<file path="src/rtl/card_sock_pkg.sv">
package card_sock_pkg;
    typedef enum logic [1:0] {
        SP_IO     = 2'd0,
        SP_ATTR   = 2'd1,
        SP_COMMON = 2'd2,
        SP_NONE   = 2'd3
    } space_e;

    typedef struct packed {
        logic present;
        logic cd_irq;
        logic host_irq;
        logic cmd_err;
    } sock_state_t;

    typedef struct packed {
        logic dec_err;
    } dec_state_t;
endpackage

</file>
<file path="src/rtl/sock_window_decode.sv">
module sock_window_decode
    import card_sock_pkg::*;
#(
    parameter int ADDR_W = 28,
    parameter int WIN_W  = 26
) (
    input  logic [ADDR_W-1:0] addr,
    output space_e            space,
    output logic [WIN_W-1:0]  offset,
    output logic              hole
);
    localparam int SEL_W = ADDR_W - WIN_W;

    logic [SEL_W-1:0] sel;

    initial begin
        if (SEL_W != 2) $display("sock_window_decode: region must hold four windows");
    end

    assign sel    = addr[ADDR_W-1:WIN_W];
    assign offset = addr[WIN_W-1:0];

    always_comb begin
        space = SP_NONE;
        hole  = 1'b0;
        case (sel)
            2'd0:    space = SP_IO;
            2'd2:    space = SP_ATTR;
            2'd3:    space = SP_COMMON;
            default: hole  = 1'b1;
        endcase
    end
endmodule

</file>
<file path="src/rtl/sock_access_gate.sv">
module sock_access_gate
    import card_sock_pkg::*;
#(
    parameter int DATA_W = 32
) (
    input  logic              host_req,
    input  logic              host_we,
    input  logic [DATA_W-1:0] host_wdata,
    input  logic              hole,
    input  logic              present,
    input  logic [DATA_W-1:0] card_rdata,
    output logic              card_req,
    output logic              card_we,
    output logic [DATA_W-1:0] card_wdata,
    output logic [DATA_W-1:0] host_rdata
);
    always_comb begin
        card_req   = host_req && present && !hole;
        card_we    = host_we;
        card_wdata = host_wdata;
        host_rdata = (card_req && !host_we) ? card_rdata : '0;
    end

    // an empty socket never reaches the card
    assert_empty_gated_R3: assert property (@(posedge card_req) present);
endmodule

</file>
<file path="src/rtl/sock_state.sv">
module sock_state
    import card_sock_pkg::*;
(
    input  logic clk,
    input  logic rst,
    input  logic insert_req,
    input  logic eject_req,
    input  logic card_irq,
    input  logic irq_sink_en,
    output logic present,
    output logic cd_irq,
    output logic host_irq,
    output logic cmd_err
);
    sock_state_t st_d, st_q;

    always_comb begin
        st_d         = st_q;
        st_d.cmd_err = 1'b0;
        if (insert_req) begin
            if (st_q.present) begin
                st_d.cmd_err = 1'b1;
            end else begin
                st_d.present = 1'b1;
                st_d.cd_irq  = 1'b1;
            end
        end else if (eject_req) begin
            if (!st_q.present) begin
                st_d.cmd_err = 1'b1;
            end else begin
                st_d.present = 1'b0;
                st_d.cd_irq  = 1'b0;
            end
        end
        st_d.host_irq = st_d.present && st_q.present && irq_sink_en && card_irq;
    end

    always_ff @(posedge clk) begin
        if (rst) st_q <= '0;
        else     st_q <= st_d;
    end

    assign present  = st_q.present;
    assign cd_irq   = st_q.cd_irq;
    assign host_irq = st_q.host_irq;
    assign cmd_err  = st_q.cmd_err;

    assert_insert_sets_R5: assert property (@(posedge clk) disable iff (rst)
        (insert_req && !present) |=> (present && cd_irq && !cmd_err));
    assert_reject_insert_R6: assert property (@(posedge clk) disable iff (rst)
        (insert_req && present) |=> (cmd_err && present && $stable(cd_irq)));
    assert_reject_eject_R7: assert property (@(posedge clk) disable iff (rst)
        (!insert_req && eject_req && !present) |=> (cmd_err && !present));
    assert_eject_clears_R8: assert property (@(posedge clk) disable iff (rst)
        (!insert_req && eject_req && present) |=> (!present && !cd_irq && !host_irq));
    assert_irq_gated_R9: assert property (@(posedge clk) disable iff (rst)
        host_irq |-> ($past(irq_sink_en) && $past(card_irq)));
endmodule

</file>
<file path="src/rtl/card_socket_decoder.sv">
module card_socket_decoder
    import card_sock_pkg::*;
#(
    parameter int ADDR_W = 28,
    parameter int WIN_W  = 26,
    parameter int DATA_W = 32
) (
    input  logic              clk,
    input  logic              rst,
    input  logic              host_req,
    input  logic              host_we,
    input  logic [ADDR_W-1:0] host_addr,
    input  logic [DATA_W-1:0] host_wdata,
    output logic [DATA_W-1:0] host_rdata,
    output logic              dec_err,
    output logic              card_req,
    output logic              card_we,
    output logic [1:0]        card_space,
    output logic [WIN_W-1:0]  card_offset,
    output logic [DATA_W-1:0] card_wdata,
    input  logic [DATA_W-1:0] card_rdata,
    input  logic              card_irq,
    input  logic              irq_sink_en,
    input  logic              insert_req,
    input  logic              eject_req,
    output logic              cmd_err,
    output logic              occupied,
    output logic              cd_irq,
    output logic              host_irq
);
    space_e     space;
    logic       hole;
    logic       present;
    dec_state_t dec_d, dec_q;

    sock_window_decode #(.ADDR_W(ADDR_W), .WIN_W(WIN_W)) i_decode (
        .addr   (host_addr),
        .space  (space),
        .offset (card_offset),
        .hole   (hole)
    );

    sock_access_gate #(.DATA_W(DATA_W)) i_gate (
        .host_req   (host_req),
        .host_we    (host_we),
        .host_wdata (host_wdata),
        .hole       (hole),
        .present    (present),
        .card_rdata (card_rdata),
        .card_req   (card_req),
        .card_we    (card_we),
        .card_wdata (card_wdata),
        .host_rdata (host_rdata)
    );

    sock_state i_state (
        .clk         (clk),
        .rst         (rst),
        .insert_req  (insert_req),
        .eject_req   (eject_req),
        .card_irq    (card_irq),
        .irq_sink_en (irq_sink_en),
        .present     (present),
        .cd_irq      (cd_irq),
        .host_irq    (host_irq),
        .cmd_err     (cmd_err)
    );

    assign card_space = space;
    assign occupied   = present;

    always_comb begin
        dec_d         = dec_q;
        dec_d.dec_err = host_req && hole;
    end

    always_ff @(posedge clk) begin
        if (rst) dec_q <= '0;
        else     dec_q <= dec_d;
    end

    assign dec_err = dec_q.dec_err;

    assert_hole_blocked_R2: assert property (@(posedge clk) disable iff (rst)
        (host_req && host_addr[ADDR_W-1:WIN_W] == 2'b01) |-> (!card_req && host_rdata == '0));
    assert_hole_pulse_R2: assert property (@(posedge clk) disable iff (rst)
        (host_req && host_addr[ADDR_W-1:WIN_W] == 2'b01) |=> dec_err);
    assert_forward_R1: assert property (@(posedge clk) disable iff (rst)
        (occupied && host_req && host_addr[ADDR_W-1:WIN_W] != 2'b01) |-> card_req);
    assert_empty_read_R3: assert property (@(posedge clk) disable iff (rst)
        !occupied |-> (!card_req && host_rdata == '0));
endmodule

</file>
<file path="config.mk">
export PLATFORM = sky130hd
export DESIGN_NAME = card_socket_decoder
export DESIGN_NICKNAME = d
export VERILOG_FILES = /design/src/rtl/card_sock_pkg.sv /design/src/rtl/sock_window_decode.sv /design/src/rtl/sock_access_gate.sv /design/src/rtl/sock_state.sv /design/src/rtl/card_socket_decoder.sv
export SDC_FILE = /design/constraint.sdc
export NUM_CORES = 1
export LEC_CHECK = 0
export CORE_MARGIN = 1.5
export CORE_UTILIZATION = 17
export CTS_CLUSTER_DIAMETER = 150
export CTS_CLUSTER_SIZE = 10
export DETAILED_ROUTE_END_ITERATION = 10
export GPL_TIMING_DRIVEN = 1
export PLACE_DENSITY_LB_ADDON = 0.3
export SKIP_LAST_GASP = 1
export SLEW_MARGIN = 20
export SYNTH_ARGS = -nofsm -noshare
export SYNTH_HDL_FRONTEND = slang
export SYNTH_HIERARCHICAL = 1
export SYNTH_SLANG_ARGS = --single-unit
</file>
<file path="constraint.sdc">
create_clock -name clk -period 1 [get_ports clk]
set_input_delay 0.1 -clock clk [delete_from_list [all_inputs] [get_ports clk]]
set_output_delay 0.1 -clock clk [all_outputs]
set_load 0.01 [all_outputs]
</file>
# After elaboration in Yosys (flattened, before gate mapping)
# Index checks and enable logic that the tools add are counted.
[classes]
eq_ne = 3
n_mux = 11
reduce_logical = 13
[op_table]
columns = ["op", "count"]
rows = [
  ["32-bit two-way mux", 1],
  ["1-bit logical AND", 7],
  ["1-bit two-way mux", 7],
  ["2-bit case mux with 3 select lines", 1],
  ["2-bit == test (second input constant)", 2],
  ["2-bit two-way mux", 2],
  ["2-bit nonzero test", 2],
  ["3-bit AND reduction", 1],
  ["3-bit OR reduction", 1],
  ["2-bit zero test", 1],
  ["2-bit != test (second input constant)", 1],
  ["1-bit zero test", 1],
]
[word_totals]
reg_bits = 5
out_inout_bits = 99

# Logic depth before layout (Yosys ltp)
# Gate-level depths: netlist of the first run.
[logic_depth]
word_depth = 6
mapped_depth = 5
mapped_depth_nobuf = 4

# Cells and area by module
# Netlist of the first run, hierarchy kept.
[by_module_without_submodules]
columns = ["module", "n_inst", "cells_per_inst", "area_per_inst_um2", "seq_area_each_um2"]
rows = [
  ["sock_access_gate", 1, 71, 514.2, 0.0],
  ["sock_window_decode", 1, 31, 234.0, 0.0],
  ["sock_state", 1, 16, 153.9, 80.1],
  ["card_socket_decoder", 1, 2, 28.8, 20.0],
]

# Worst setup path after synthesis of the first run
# Ideal clock, no wire load.
[synth_timing]
kind = "reg2out"
from = "reg i_state.st_q, in the netlist i_state/present"
to = "out host_rdata[10]"
t_arrival_ns = 1.039
required_ns = 0.900
path_slack_ns = -0.139
stages_incl_launch_ff = 4
cell_sequence = "dfxtp_1 and4bb_4 buf_6 and2_1"
[synth_between]
elab_chain_cells = 4
[synth_lines]
columns = ["element", "line_no", "text"]
rows = [
  ["start: declaration", "sock_state.sv:15", "sock_state_t st_d, st_q;"],
  ["start signal: assignment", "sock_state.sv:40", "else st_q <= st_d;"],
  ["1-bit logical AND (2 in series)", "sock_access_gate.sv:18", "card_req = host_req && present && !hole;"],
  ["1-bit logical AND", "sock_access_gate.sv:21", "host_rdata = (card_req && !host_we) ? card_rdata : '0;"],
  ["32-bit two-way mux", "sock_access_gate.sv:21", ""],
  ["end: declaration", "card_socket_decoder.sv:14", "output logic [DATA_W-1:0] host_rdata,"],
]
# Every way passes these cells.

# Worst setup path in the final report of the first run
# Ends and elaborated chain as after synthesis.

==> flow_summary.toml, run 1 <==
[synth]
synth.lib_cells_used.distinct = 19
synth_commonest_cells = "59 x buf_4, 25 x and2_1, 7 x and2_2, 5 x dfxtp_1, 4 x inv_1"
netlist.area_leader.share_pct = 47.6
ys_warn_count = 6
synth_cells = 120
async_flop_share_pct = 0
netlist_area_sq_um = 931
yosys-top-cells-area = "buf_4 48%, and2_1 17%, dfxtp_1 11%"
synth_edf_count = 0
synthesis.nets = 222
syn_avg_cell_area_sq_um = 7.76
synth_top_area_cell = "buf_4"
yosysMostFrequentCell = "buf_4"
ys_seq_area_share_pct = 10.8
ys.flop_type = "dfxtp_1"
synth-seq-cells = 5

[floorplan]
dieArea_sq_um = 5930
io_pins = 199
die_y_um = 77
rows = 26
coreArea_sq_um = 5200
start_util_pct = 17.9
die_w_um = 77

[routing]
via_per_inst = 3.67
drc = 0
ant_nets = 0
detailroute.via_count = 841
drt_wl_total_mm = 3.10
dr.pass1.iters = 2
drt_iter0_markers = 10
wire_per_inst_um = 13.5

[finish]
antenna_cells = 0
drive_above_1_share_pct = 59.7
instances_no_fill = 229
fillers = 542
area_growth_pct = 84.3
final_nets = 262
fin_util_pct = 33.0

[timing]
drv_slew = 0
finalWorstSetupSlack_ns = -0.379
rsz0062_at_grt = "yes"
hold_viol = 0
post-route-period-util_pct = 138
finClkSkew_ns = 0.00295
worst_pin_slew_ns = 0.203
hold_slack_ns = 0.200
setup_viol = 38
final.min_clock_period_ns = 1.38
fmax_mhz = 725
tns_ns = -12.39
relSlewSlack_pct = 86.4

[global_routing]
grt_first_pass_wirelength_mm = 4.54
grt_pass1_vias = 888
grt_usage_pct = 9.77
grt_overflow = 0
grt_max_degree = 9
antenna_found_initial = 0

[critical_path]
crit_fanout = 8
cp-start-kind = "flop"
setup.worst_path.class = "flop to primary output"
crit_arrival_ns = 1.28
critPathCaptureType = "primary output"
worstPathRequired_ns = 0.90

[min_path]
min_path_type = "primary input to primary output"

[placed_design]
dp_cells = 215
dpl.hpwl_mm = 2.11
io_buffers = 82
place.gp.congestion = 0.733

[power_and_ir_drop]
p_leak_nw = 0.791
power_mw = 1.01
intPower_mw = 0.779
swShare_pct = 23.1
power_density_nw_per_um2 = 591
power_switching_mw = 0.234
seqPwrFrac_pct = 21.2
ir_drop_mv = 0.289
pwr-share-comb_pct = 42.2
power_frac_clock_pct = 36.6

[clocking]
cts_max_path_buffers = 2
cts-root-buf = "clkbuf_8"
clk_pin_slew_ns = 0.03
numClockSinks = 5
cts_buffers = 3
cts_tree = "yes"
ctsHtreeMaxLevel = 1
worstSkewPairLatency_ns = 0.22

[outcome]
status = "finished, violations left"
failed_checks = "setup timing"

[job]
maxCapViolCount = 0
==> metrics by stage <==
stage	area [sq um]	setup WS [ns]
after floorplan	1010	-0.0134
after global placement	1490	-1.06
after detailed placement	1490	-1.08
after CTS	1750	-0.473
after global routing	1720	-0.418
final	1720	-0.379
==> cell type report <==
type	count	area [sq um]	share of cell area (%)
Multi-Input combinational cell	49	434	25.3
Sequential cell	5	104	6.05
Tap cell	70	87.6	5.11
Inverter	4	15.0	0.875
Timing Repair Buffer	97	1030	60.0
Clock buffer	4	45.0	2.63
==> cells by family after synthesis <==
kind of cell | Yosys count | synth area share, %
AO/OA/AOI/OAI | 3 | 2.42
adder cells (fa/ha/maj) | 2 | 2.69
buffers and inverters | 66 | 52.8
flip-flops | 5 | 10.8
AND/OR/NAND/NOR | 44 | 31.3
==> worst max-delay path, cell delays in order, from the launching register on <==
cell and delay, ns:
dfxtp_4 0.33, and4bb_4 0.24, buf_6 0.13, buf_16 0.12, and2_4 0.14, buf_6 0.09
==> metal layers <==
layer  share of wire, %  GRT usage, %
met1                 31          8.70
met2                 54          18.2
met3                 13          3.93
met4                2.5          6.00
met5                  0             0
==> power by group through the flow <==
stage	sequential [mW]	clock (mW)	combinational, mW
finish	0.215	0.371	0.428
global route	0.216	0.403	0.456
detailed placement	0.218	0	0.374
CTS	0.215	0.386	0.432
floorplan	0.225	0	0.334
global placement	0.217	0	0.371
==> repair_timing <==
| action | CTS | global route |
|---|---|---|
| hold buffers | 0 | 0 |
| setup endpoints to repair | 42 | 39 |
| gates cloned | 3 | 0 |
| resized for setup | 199 | 9 |
| pin swaps | 7 | 8 |
| setup buffers | 9 | 2 |
==> state kept, by name, indices dropped and copies added (netlist names) <==
name	flops
dec_err	1
i_state/present	1
i_state/cd_irq	1
i_state/cmd_err	1
i_state/host_irq	1
==> worst paths after layout <==
check	startpoint	to	slack, ns	cells after the start
setup / recovery	i_state/present$_SDFF_PP0_	host_rdata[10]	-0.38	5
hold / removal	host_addr[4]	card_offset[4]	0.20	0
hold reg to reg	i_state/cd_irq$_SDFFE_PP0P_	i_state/cd_irq$_SDFFE_PP0P_	0.46	2
setup reg to reg	i_state/present$_SDFF_PP0_	i_state/cmd_err$_SDFF_PP0_	-0.22	5
==> cells in the final DEF (no fill, tap or decap), types with 2 or more instances in the layout <==
cell type,n
buf_4,4
and2_4,32
buf_6,40
clkdlybuf4s50_1,38
buf_2,4
dfxtp_1,4
dlygate4sd2_1,7
buf_12,3
inv_1,3
nand2b_1,2
clkbuf_8,3
Note: power is estimated with default switching activity, not from simulation.
==> run 2, diff against run 1 <==
- CORE_AREA: default -> 2 2 77 79
- CORE_MARGIN: 1.5 -> default
- CORE_UTILIZATION: 17 -> default
- DIE_AREA: default -> 0 0 79 81
- DONT_BUFFER_PORTS: default -> 1
==> run 2 against run 1 <==
Compared with the run above:
- the flow still finishes with violations (setup timing)
- first-iteration DRC count decreased by 10%
- sequential power increased by 2%
- combinational power decreased by 69%
- final cell count decreased by 38%
- count of clock-buffer cells in the layout unchanged
- sequential cell count unchanged
- critical path depth decreased by 2
- utilization decreased by 20 points
- largest power group is now clock
==> flow_summary.toml, run 2 (synthesized netlist as in run 1, its figures left out) <==
[timing]
hold_viol = 0
tns_ns = -7.42
setup_viol = 34
finClkSkew_ns = 0.00125
fmax_mhz = 794
drv_slew = 0
rsz0062_at_grt = "yes"
hold_slack_ns = 0.00546
final.min_clock_period_ns = 1.26
post-route-period-util_pct = 126
worst_pin_slew_ns = 0.208
finalWorstSetupSlack_ns = -0.259
relSlewSlack_pct = 86.1

[finish]
final_common_cell = "and2_4"
final_nets = 170
seqCellArea_sq_um = 104
final_cell_mix = "30 x and2_4, 4 x dfxtp_1, 4 x inv_1, 3 x clkbuf_8"
antenna_cells = 0
fillers = 651
drive_above_1_share_pct = 70.1
area_growth_pct = -18.7
fin_util_pct = 13.3
multi_input_area_sq_um = 434

[critical_path]
worstPathRequired_ns = 0.90
cp-start-kind = "flop"
cp-startpoint = "i_state/present$_SDFF_PP0_"
crit_end = "host_rdata[0]"
crit_fanout = 19
reg2reg_depth = 3
crit_arrival_ns = 1.16
setup.worst_path.class = "flop to primary output"
critPathCaptureType = "primary output"
rrSetupSlack_ns = -0.06
r2r-end = "i_state/cmd_err$_SDFF_PP0_"
r2r-start = "i_state/present$_SDFF_PP0_"

[clocking]
numClockSinks = 5
cts-root-buf = "clkbuf_8"
worstSkewPairLatency_ns = 0.22
cts_buffers = 3
cts_max_path_buffers = 2
clk_pin_slew_ns = 0.04
ctsHtreeMaxLevel = 1
cts_tree = "yes"

[placed_design]
io_buffers = 0
place.gp.congestion = 0.657
dpl.hpwl_mm = 1.81

[floorplan]
die_w_um = 79
die_y_um = 81
coreArea_sq_um = 5680
start_util_pct = 16.4
io_pins = 199
rows = 28
dieArea_sq_um = 6400

[global_routing]
grt_pass1_vias = 458
grt_max_degree = 20
grt_first_pass_wirelength_mm = 2.51
grt_overflow = 0
antenna_found_initial = 0
grt_usage_pct = 5.37

[routing]
detailroute.via_count = 493
drc = 0
ant_nets = 0
dr.pass1.iters = 4
drt_iter0_markers = 9
drt_wl_total_mm = 2.14
via_per_inst = 3.47
wire_per_inst_um = 15.0

[outcome]
failed_checks = "setup timing"
status = "finished, violations left"

[power_and_ir_drop]
ir_drop_mv = 0.438
p_leak_nw = 0.312
power_density_nw_per_um2 = 952

[min_path]
min_path_type = "primary input to flop"
hold_depth = 2

[job]
maxCapViolCount = 0
==> run 2: what timing repair did <==
action | 4_1_cts | 5_1_grt
buffers inserted | 0 | 0
hold buffers | 1 | 0
gates resized for setup | 4 | 1
endpoints found under the setup margin | 35 | 34
hold endpoints to repair | 3 | 0
==> run 2: how the worst min path moves through the flow <==
stage                     slack (ns)                    endpoint  startpoint
after floorplan                 0.16  i_state/present$_SDFF_PP0_         rst
after global placement          0.16  i_state/present$_SDFF_PP0_         rst
after detailed placement        0.16  i_state/present$_SDFF_PP0_         rst
after CTS                     0.0009  i_state/present$_SDFF_PP0_  insert_req
after global routing            0.01  i_state/present$_SDFF_PP0_  insert_req
final                          0.005  i_state/present$_SDFF_PP0_  insert_req
==> run 2: layout make-up <==
| class | instances | share of cell area [%] |
|---|---|---|
| Multi-Input combinational cell | 49 | 57.4 |
| Timing Repair Buffer | 5 | 8.60 |
| Clock buffer | 4 | 5.95 |
| Sequential cell | 5 | 13.7 |
| Inverter | 4 | 1.98 |
| Tap cell | 75 | 12.4 |
==> run 2: power by group <==
group	leakage, nW	switching [mW]	internal, mW
Sequential	0.0417	0.00979	0.210
Clock	0.0228	0.0934	0.273
Combinational	0.248	0.0641	0.0700
==> run 2: layer usage <==
metal,global-route usage [%],up-vias,share of wire [%],wire [um]
li1,-,199,-,-
met1,5.19,215,32,684
met2,7.46,49,43,919
met3,2.44,30,15,325
met4,7.24,0,9.7,208
met5,0,-,0,0
==> run 2: metrics by stage <==
step           instance area [sq um]  worst slack (ns)  total power [mW]  instances
6_report                         757            -0.259             0.721        142
2_1_floorplan                   1010           -0.0134             0.559        120
5_1_grt                          757            -0.302             0.758        142
3_5_place_dp                     678           -0.0715             0.343        137
4_1_cts                          754            -0.270             0.729        142
3_3_place_gp                     678           -0.0620             0.340        137
==> run 2: critical path, cell delays in order (launching register included) <==
cell      delay [ns]
dfxtp_4         0.34
and4bb_4        0.27
buf_12          0.15
and2_2          0.18
